## src/rtl/sysio_pkg.sv

```systemverilog
package sysio_pkg;

  // Port addresses (fixed by the board's I/O map)
  localparam int AdrSreset   = 'h092;
  localparam int AdrLight    = 'h808;
  localparam int AdrEquip    = 'h80C;
  localparam int AdrPass1    = 'h810;
  localparam int AdrPass2    = 'h812;
  localparam int AdrCacheInv = 'h814;
  localparam int AdrKeylock  = 'h818;
  localparam int AdrSysCtl   = 'h81C;
  localparam int AdrMapType  = 'h850;
  localparam int AdrBoardId  = 'h852;

  // Architectural (MSB-first) bit numbers
  localparam int ArchSreset  = 7;
  localparam int ArchLeMode  = 6;
  localparam int ArchMapBit  = 7;
  localparam int ArchCtlLast = 3;   // bits 0..ArchCtlLast are kept

  typedef enum logic [2:0] {
    SRC_NONE, SRC_SRESET, SRC_EQUIP, SRC_KEYLOCK,
    SRC_SYSCTL, SRC_MAPTYPE, SRC_BOARDID, SRC_PARITY
  } rdSrc_e;

  typedef struct packed {
    logic   wrSreset;
    logic   wrSysCtl;
    logic   wrMapType;
    logic   rdEn;
    rdSrc_e rdSrc;
    logic   errHit;
  } ctrlStb_t;

endpackage

```

## src/rtl/sysio_ctrl.sv

```systemverilog
module sysio_ctrl
  import sysio_pkg::*;
#(
  parameter int ADDR_W = 12
) (
  input  logic [ADDR_W-1:0] ioAddr,
  input  logic              rdStb,
  input  logic              wrStb,
  input  logic              parSel,
  input  logic              accWide,
  output ctrlStb_t          stb
);

  localparam int NumWo = 4;
  localparam int WoList [NumWo] = '{AdrLight, AdrPass1, AdrPass2, AdrCacheInv};

  logic [NumWo-1:0] woHit;

  for (genvar i = 0; i < NumWo; i++) begin : g_wo
    assign woHit[i] = (ioAddr == ADDR_W'(WoList[i]));
  end

  always_comb begin
    stb       = '0;
    stb.rdSrc = SRC_NONE;
    if (parSel) begin
      if (rdStb) begin
        stb.rdEn = 1'b1;
        if (accWide) stb.rdSrc = SRC_PARITY;
        else         stb.errHit = 1'b1;
      end
      if (wrStb) stb.errHit = 1'b1;
    end else begin
      if (wrStb) begin
        if      (ioAddr == ADDR_W'(AdrSreset))  stb.wrSreset  = 1'b1;
        else if (ioAddr == ADDR_W'(AdrSysCtl))  stb.wrSysCtl  = 1'b1;
        else if (ioAddr == ADDR_W'(AdrMapType)) stb.wrMapType = 1'b1;
        else if (!(|woHit))                     stb.errHit    = 1'b1;
      end
      if (rdStb) begin
        stb.rdEn = 1'b1;
        if      (ioAddr == ADDR_W'(AdrSreset))  stb.rdSrc = SRC_SRESET;
        else if (ioAddr == ADDR_W'(AdrEquip))   stb.rdSrc = SRC_EQUIP;
        else if (ioAddr == ADDR_W'(AdrKeylock)) stb.rdSrc = SRC_KEYLOCK;
        else if (ioAddr == ADDR_W'(AdrSysCtl))  stb.rdSrc = SRC_SYSCTL;
        else if (ioAddr == ADDR_W'(AdrMapType)) stb.rdSrc = SRC_MAPTYPE;
        else if (ioAddr == ADDR_W'(AdrBoardId)) stb.rdSrc = SRC_BOARDID;
      end
    end
  end

endmodule

```

## src/rtl/sysio_datapath.sv

```systemverilog
module sysio_datapath
  import sysio_pkg::*;
#(
  parameter int DATA_W = 8
) (
  input  logic              clk,
  input  logic              rst,
  input  ctrlStb_t          stb,
  input  logic [DATA_W-1:0] wrData,
  input  logic [DATA_W-1:0] equipCfg,
  input  logic [DATA_W-1:0] boardIdCfg,
  output logic [DATA_W-1:0] rdData,
  output logic              rdValid,
  output logic              accErr,
  output logic              softReset,
  output logic              mapNonContig,
  output logic              leHalt
);

  // MSB-first architectural bit n lives at data index DATA_W-1-n
  localparam int SresetIdx = DATA_W - 1 - ArchSreset;
  localparam int LeIdx     = DATA_W - 1 - ArchLeMode;
  localparam int MapIdx    = DATA_W - 1 - ArchMapBit;

  logic [DATA_W-1:0] ctlMask;
  for (genvar n = 0; n < DATA_W; n++) begin : g_mask
    assign ctlMask[DATA_W-1-n] = (n <= ArchCtlLast);
  end

  logic              sresetBit;
  logic              mapBit;
  logic              leSticky;
  logic [DATA_W-1:0] sysCtl;
  logic [DATA_W-1:0] rdMux;

  always_comb begin
    rdMux = '1;
    case (stb.rdSrc)
      SRC_SRESET:  begin rdMux = '0; rdMux[SresetIdx] = sresetBit; end
      SRC_EQUIP:   rdMux = equipCfg;
      SRC_KEYLOCK: rdMux = '0;
      SRC_SYSCTL:  rdMux = sysCtl;
      SRC_MAPTYPE: begin rdMux = '0; rdMux[MapIdx] = mapBit; end
      SRC_BOARDID: rdMux = boardIdCfg;
      SRC_PARITY:  rdMux = '0;
      default:     rdMux = '1;
    endcase
  end

  always_ff @(posedge clk) begin
    if (rst) begin
      sresetBit <= 1'b0;
      leSticky  <= 1'b0;
      sysCtl    <= '0;
      mapBit    <= 1'b1;
      rdData    <= '0;
      rdValid   <= 1'b0;
      accErr    <= 1'b0;
    end else begin
      if (stb.wrSreset) begin
        sresetBit <= wrData[SresetIdx];
        if (wrData[LeIdx]) leSticky <= 1'b1;
      end
      if (stb.wrSysCtl)  sysCtl <= wrData & ctlMask;
      if (stb.wrMapType) mapBit <= wrData[MapIdx];
      rdValid <= stb.rdEn;
      if (stb.rdEn) rdData <= rdMux;
      accErr  <= stb.errHit;
    end
  end

  assign softReset    = sresetBit;
  assign mapNonContig = mapBit;
  assign leHalt       = leSticky;

  a_r2_sreset_latch: assert property (@(posedge clk) disable iff (rst)
    stb.wrSreset |=> softReset == $past(wrData[SresetIdx]));
  a_r3_le_set: assert property (@(posedge clk) disable iff (rst)
    (stb.wrSreset && wrData[LeIdx]) |=> leHalt);
  a_r3_le_sticky: assert property (@(posedge clk) disable iff (rst)
    leHalt |=> leHalt);
  a_r4_sysctl_mask: assert property (@(posedge clk) disable iff (rst)
    stb.wrSysCtl |=> sysCtl == ($past(wrData) & ctlMask));
  a_r5_map_follow: assert property (@(posedge clk) disable iff (rst)
    stb.wrMapType |=> mapNonContig == $past(wrData[MapIdx]));
  a_r10_err_pulse: assert property (@(posedge clk) disable iff (rst)
    stb.errHit |=> accErr);
  a_r12_rd_valid: assert property (@(posedge clk) disable iff (rst)
    stb.rdEn |=> rdValid);
  a_r12_rd_idle: assert property (@(posedge clk) disable iff (rst)
    !stb.rdEn |=> !rdValid);

endmodule

```

## src/rtl/sysio_regblock.sv

```systemverilog
module sysio_regblock
  import sysio_pkg::*;
#(
  parameter int ADDR_W = 12,
  parameter int DATA_W = 8
) (
  input  logic              clk,
  input  logic              rst,
  input  logic [ADDR_W-1:0] ioAddr,
  input  logic [DATA_W-1:0] wrData,
  input  logic              rdStb,
  input  logic              wrStb,
  input  logic              parSel,
  input  logic              accWide,
  input  logic [DATA_W-1:0] equipCfg,
  input  logic [DATA_W-1:0] boardIdCfg,
  output logic [DATA_W-1:0] rdData,
  output logic              rdValid,
  output logic              accErr,
  output logic              softReset,
  output logic              mapNonContig,
  output logic              leHalt
);

  ctrlStb_t stb;

  sysio_ctrl #(.ADDR_W(ADDR_W)) u_ctrl (
    .ioAddr (ioAddr),
    .rdStb  (rdStb),
    .wrStb  (wrStb),
    .parSel (parSel),
    .accWide(accWide),
    .stb    (stb)
  );

  sysio_datapath #(.DATA_W(DATA_W)) u_dp (
    .clk         (clk),
    .rst         (rst),
    .stb         (stb),
    .wrData      (wrData),
    .equipCfg    (equipCfg),
    .boardIdCfg  (boardIdCfg),
    .rdData      (rdData),
    .rdValid     (rdValid),
    .accErr      (accErr),
    .softReset   (softReset),
    .mapNonContig(mapNonContig),
    .leHalt      (leHalt)
  );

endmodule

```

## config.mk

```make
export PLATFORM = sky130hd
export DESIGN_NAME = sysio_regblock
export DESIGN_NICKNAME = d
export VERILOG_FILES = /design/src/rtl/sysio_pkg.sv /design/src/rtl/sysio_ctrl.sv /design/src/rtl/sysio_datapath.sv /design/src/rtl/sysio_regblock.sv
export SDC_FILE = /design/constraint.sdc
export NUM_CORES = 1
export LEC_CHECK = 0
export BUFFER_PORTS_ARGS = -buffer_cell sky130_fd_sc_hd__buf_2
export CAP_MARGIN = 25
export CORE_MARGIN = 4
export CORE_UTILIZATION = 45
export CTS_BUF_LIST = sky130_fd_sc_hd__clkbuf_16
export CTS_CLUSTER_DIAMETER = 150
export CTS_CLUSTER_SIZE = 12
export DETAILED_ROUTE_END_ITERATION = 6
export PLACE_DENSITY = 0.79
export SYNTH_ARGS = -nofsm -noshare
export SYNTH_HDL_FRONTEND = slang
export SYNTH_SLANG_ARGS = --single-unit
```

## constraint.sdc

```tcl
create_clock -name clk -period 2.39 [get_ports clk]
set_clock_uncertainty 0.1 [all_clocks]
set_input_delay 0.239 -clock clk [delete_from_list [all_inputs] [get_ports clk]]
set_output_delay 0.239 -clock clk [all_outputs]
set_load 0.02 [all_outputs]
```

======== Yosys cells after proc, flatten, opt, wreduce, memory -nomap -nowiden ========
Index checks and enable logic that the tools add are counted.
W data, S select, Z words.
operators by class
  equality and inequality tests ........... 17
  muxes and demuxes ....................... 25
  reduce and logical (&&, ||, !) cells .... 3
operator list
  cell                    count
  $eq A12 B12 Y1 const B  9
  $pmux W8 S6             1
  $mux W3                 9
  $eq A12 B8 Y1 const B   1
  $eq A3 B3 Y1 const B    4
  $mux W1                 11
  $mux W5                 2
  $eq A3 B2 Y1 const B    2
  $mux W4                 1
  $reduce_or A4 Y1        1
  $eq A3 B1 Y1 const B    1
  $mux W2                 1
  $reduce_and A2 Y1       1
  $reduce_or A2 Y1        1
storage, ports and cells
  register bits ........................... 17
  bits of input ports ..................... 42
  output and inout bits ................... 13
  logic and storage cells ................. 52

======== Logic depth before layout (Yosys ltp) ========
  word-level depth ........................ 12
  depth in mapped cells ................... 7
  depth with buffers taken out ............ 6

======== Cells and area by module ========
A second synthesis with hierarchy kept.
second synthesis, totals
  cells, all modules ...................... 124
  area total of the unflattened synthesis .. 1,099.8 um^2
modules (own cells, without submodules)
  module          times used  cells each  area an instance (um^2)  seq. area each (um^2)
  sysio_datapath  1           78          762.0                    340.3
  sysio_ctrl      1           46          337.8                    0.0

======== Least setup slack after synthesis ========
No wires, ideal clock.
  path kind ............................... input-to-reg
  start point ............................. input ioAddr[7]
  end point ............................... register u_dp.rdData[1]
  setup time .............................. 79 ps
  data arrival time ....................... 1,658 ps
  data required time ...................... 2,211 ps
  path slack .............................. 553 ps
  stages on the path ...................... 6
  path buffers ............................ 0
  cell sequence ........................... and2b_1 -> nand4_1 -> a21boi_1 -> nand4_1 -> or2_0 -> a211oi_2
on the way
  longest elaborated chain between the ends .. 12
  elaborated cells between the ends (all ways) .. 23
  those cells by class .................... eq/ne (13); mux (9); reduce/logical (1)
ends and longest elaborated chain
  item                                          line                  source
  start, declared                               sysio_regblock.sv:9   input logic [ADDR_W-1:0] ioAddr,
  $eq A12 B12 Y1                                sysio_ctrl.sv:47      else if (ioAddr == ADDR_W'(AdrBoardId)) stb.rdSrc = SRC_BOARDID;
  $mux W3                                       sysio_ctrl.sv:47
  $mux W3                                       sysio_ctrl.sv:46      else if (ioAddr == ADDR_W'(AdrMapType)) stb.rdSrc = SRC_MAPTYPE;
  $mux W3                                       sysio_ctrl.sv:45      else if (ioAddr == ADDR_W'(AdrSysCtl)) stb.rdSrc = SRC_SYSCTL;
  $mux W3                                       sysio_ctrl.sv:44      else if (ioAddr == ADDR_W'(AdrKeylock)) stb.rdSrc = SRC_KEYLOCK;
  $mux W3                                       sysio_ctrl.sv:43      else if (ioAddr == ADDR_W'(AdrEquip)) stb.rdSrc = SRC_EQUIP;
  $mux W3 (*)                                   sysio_ctrl.sv:42      if (ioAddr == ADDR_W'(AdrSreset)) stb.rdSrc = SRC_SRESET;
  $mux W4 (*)                                   sysio_ctrl.sv:40      if (rdStb) begin
  $mux W5 (*)                                   sysio_ctrl.sv:26      if (parSel) begin
  $eq A3 B2 Y1 or $eq A3 B3 Y1 (tied branches)  sysio_datapath.sv:38  case (stb.rdSrc)
  $reduce_or A2 Y1 (no source line)             --
  $pmux W8 S6 (*)                               sysio_datapath.sv:38
  end signal, assigned                          sysio_datapath.sv:67  if (stb.rdEn) rdData <= rdMux;
  end, declared                                 sysio_datapath.sv:12  output logic [DATA_W-1:0] rdData,
Mark *: on every way between the ends. The rest lies on a longest branch, timed or not.
A chain may end at the register's enable or synchronous reset.

======== Worst setup path in the final report ========
  start point ............................. input ioAddr[6]
  end point ............................... register u_dp.rdData[1]
The elaborated chain is that of the path after synthesis.

==> impl_metrics.env <==
export IMPL_wl_met2_um=1521
export IMPL_grtUsageTotal_pct=19.28
export IMPL_first_iter_violations=41
export IMPL_ios=55
export IMPL_seq_area_sq_um=340.3
export IMPL_cp_required_ns=2.46
export IMPL_netlist_area_leader_share_pct=30.26
export IMPL_mappedNetlistArea_sq_um=1125
export IMPL_numCtsBuffers=3
export IMPL_endpoint_kind="flop"
export IMPL_power_mw=0.7788
export IMPL_drc=0
export IMPL_tns_ns=0
export IMPL_start_util_pct=48.97
export IMPL_critPathLaunch="ioAddr[6]"
export IMPL_multi_input_area_sq_um=754.5
export IMPL_finalSetupViolCount=0
export IMPL_antenna_found_initial=0
export IMPL_synth_cells=133
export IMPL_max_vdd_ir_drop_uv=456.1
export IMPL_ys_ff_latch=17
export IMPL_relSlewSlack_pct=63.18
export IMPL_final_cell_mix="52 x buf_2, 17 x dfxtp_1, 15 x nor2_1"
export IMPL_hold_path_class="input port to flop"
export IMPL_reg2reg_to="u_dp.rdData[0]$_SDFFE_PP0P_"
export IMPL_maxCapViolCount=0
export IMPL_p_leak_nw=0.6002
export IMPL_finalWirelength_um=3024
export IMPL_gr_total_overflow=0
export IMPL_numPortBuffers=52
export IMPL_via_per_inst=5.852
export IMPL_rsz0062_at_grt="no"
export IMPL_critPathMaxFanout=7
export IMPL_critPathSlowestCell="a21boi_1"
export IMPL_clockBufferDepth=2
export IMPL_timing_hold_violations_final=0
export IMPL_gp_congestion=0.8126
export IMPL_grt_pass1_wl_um=5168
export IMPL_synth_area_leaders="dfxtp_1 30%, mux2i_1 9.8%, nor2_1 5.0%"
export IMPL_htree_num_levels=1
export IMPL_clock_root_buffer="clkbuf_16"
export IMPL_cts_resized=0
export IMPL_cts_tree="yes"
export IMPL_fmaxAchievable_mhz=471.7
export IMPL_crit_top_cell="nand4_1"
export IMPL_worstRegToRegCells=5
export IMPL_vias=1264
export IMPL_dpl_cell_count=212
export IMPL_max_stage_delay_ns=0.37
export IMPL_crit_arrival_ns=2.19
export IMPL_yosysTopAreaCell="dfxtp_1"
export IMPL_diodes=0
export IMPL_hold_buffers=0
export IMPL_path_clk_slew_ns=0.05
export IMPL_rr_startpoint="u_dp.mapNonContig$_SDFFE_PP1P_"
export IMPL_critPathKind="input port to flop"
export IMPL_synth_seq_area_share_pct=30.26
export IMPL_firstDrtPassIters=4
export IMPL_min_path_cells=3
export IMPL_crit_family="simple AND/OR/NAND/NOR gates"
export IMPL_yosys_warnings=0
export IMPL_ant_nets=0
export IMPL_synth_cell_types=44
export IMPL_routed_wl_met3_um=265
export IMPL_synth_edf_count=0
export IMPL_met1_length_um=1205
export IMPL_die_w_um=58.00
export IMPL_clk_latency_ns=0.25
export IMPL_grt_pass1_vias=1234
export IMPL_outcome="completed"
export IMPL_stdcell_count=216
export IMPL_final_common_cell="buf_2"
export IMPL_rows=17
export IMPL_period_share_pct=88.70
export IMPL_wl_per_cell_um=14.00
export IMPL_final_nets=231
export IMPL_p_per_area_nw_per_um2=518.3
export IMPL_syn_nets=175
export IMPL_period_needed_ns=2.120
export IMPL_fin_area_sq_um=1503
export IMPL_cts_setup_buffers=0
export IMPL_r2r_slack_ns=1.28
export IMPL_dp_hpwl_um=2358
export IMPL_grt_max_degree=20
export IMPL_top_layer="met4"
export IMPL_ys_async_sr_fraction_pct=0
export IMPL_dieArea_sq_um=3363
export IMPL_core_area_sq_um=2297
export IMPL_crit_path_start_kind="input port"
export IMPL_dieHeight_um=58.00
export IMPL_place_area_sq_um=1420
export IMPL_cts_sinks=17
export IMPL_hold_slack_ns=0.1385
export IMPL_whs_endpoint="u_dp.mapNonContig$_SDFFE_PP1P_"
export IMPL_fillers=192
export IMPL_area_delta_synth_final_pct=33.59
export IMPL_worst_slew_pin_slew_ns=0.5499
export IMPL_drive_above_1_share_pct=36.17
export IMPL_drv_slew=0
export IMPL_synth_flop_cell="dfxtp_1"
export IMPL_hold_start="wrData[0]"
export IMPL_critPathBufInv=1
export IMPL_avgSynthCellArea_sq_um=8.457
export IMPL_critical_path_cell_chain="buf_2, nor3_1, nand4_1, a21boi_1, nand4_1, or2_0, a211oi_2"
## worst min-delay path, cell delays in order
cell	delay, ns
buf_2	0.09
mux2i_1	0.06
nand2b_1	0.06
## flip-flops by register name, summed over array words and instances, names as in the netlist
register,flops
u_dp.rdData,8
u_dp.sysCtl,4
u_dp.accErr,1
u_dp.leHalt,1
u_dp.mapNonContig,1
u_dp.rdValid,1
u_dp.softReset,1
## layout make-up
class                           count  area share [%]
Multi-Input combinational cell    110           50.21
Clock inverter                      1          0.4996
Inverter                            2          0.4996
Timing Repair Buffer               55           18.82
Clock buffer                        3           4.996
Tap cell                           28           2.331
Sequential cell                    17           22.65
## Yosys cell counts, types with 2 or more instances
library cell	count
mux2i_1	11
clkbuf_1	3
inv_1	2
nand3_1	9
a211oi_1	5
o211ai_1	2
a21oi_1	7
nor2_1	15
and2b_1	2
nand4_1	6
nand2_1	10
a211oi_2	3
dfxtp_1	17
a2bb2oi_1	4
nor2b_1	3
nor3_1	2
o21ai_1	3
or2_0	3
## where the power goes
part           total [mW]  leakage (nW)  internal (mW)  switching (mW)
sequential          0.303         0.140          0.297         0.00593
clock               0.337        0.0371          0.226           0.112
combinational       0.138         0.423         0.0594          0.0791
total               0.779         0.600          0.582           0.197
## metal layers
metal	GRT usage, %	vias up
met2	35.32	50
met1	22.04	581
met4	4.967	0
li1	-	629
met3	4.900	4
met5	0	-
## kinds of logic after synthesis
family / Yosys count / synth area share, %
buffers and inverters: 6 / 2.670
AND/OR/NAND/NOR: 60 / 30.48
AO/OA/AOI/OAI: 39 / 26.81
flip-flops: 17 / 30.26
multiplexers: 11 / 9.789
## stage by stage
| step | utilization (%) | worst slack, ns |
|---|---|---|
| after CTS | 65.41 | 0.3079 |
| after global routing | 65.41 | 0.1224 |
| final | 65.41 | 0.2702 |
| after global placement | 61.82 | 0.1949 |
| after floorplan | - | 0.5526 |
| after detailed placement | 61.82 | 0.08709 |
## worst max-delay path by stage
stage,endpoint,cells after the start
global route,u_dp.rdData[2]$_SDFFE_PP0P_,7
floorplan,u_dp.rdData[1]$_SDFFE_PP0P_,6
global placement,u_dp.rdData[2]$_SDFFE_PP0P_,7
detailed placement,u_dp.rdData[1]$_SDFFE_PP0P_,7
CTS,u_dp.rdData[1]$_SDFFE_PP0P_,7
finish,u_dp.rdData[1]$_SDFFE_PP0P_,7
Power figures use the tool's default switching activity.
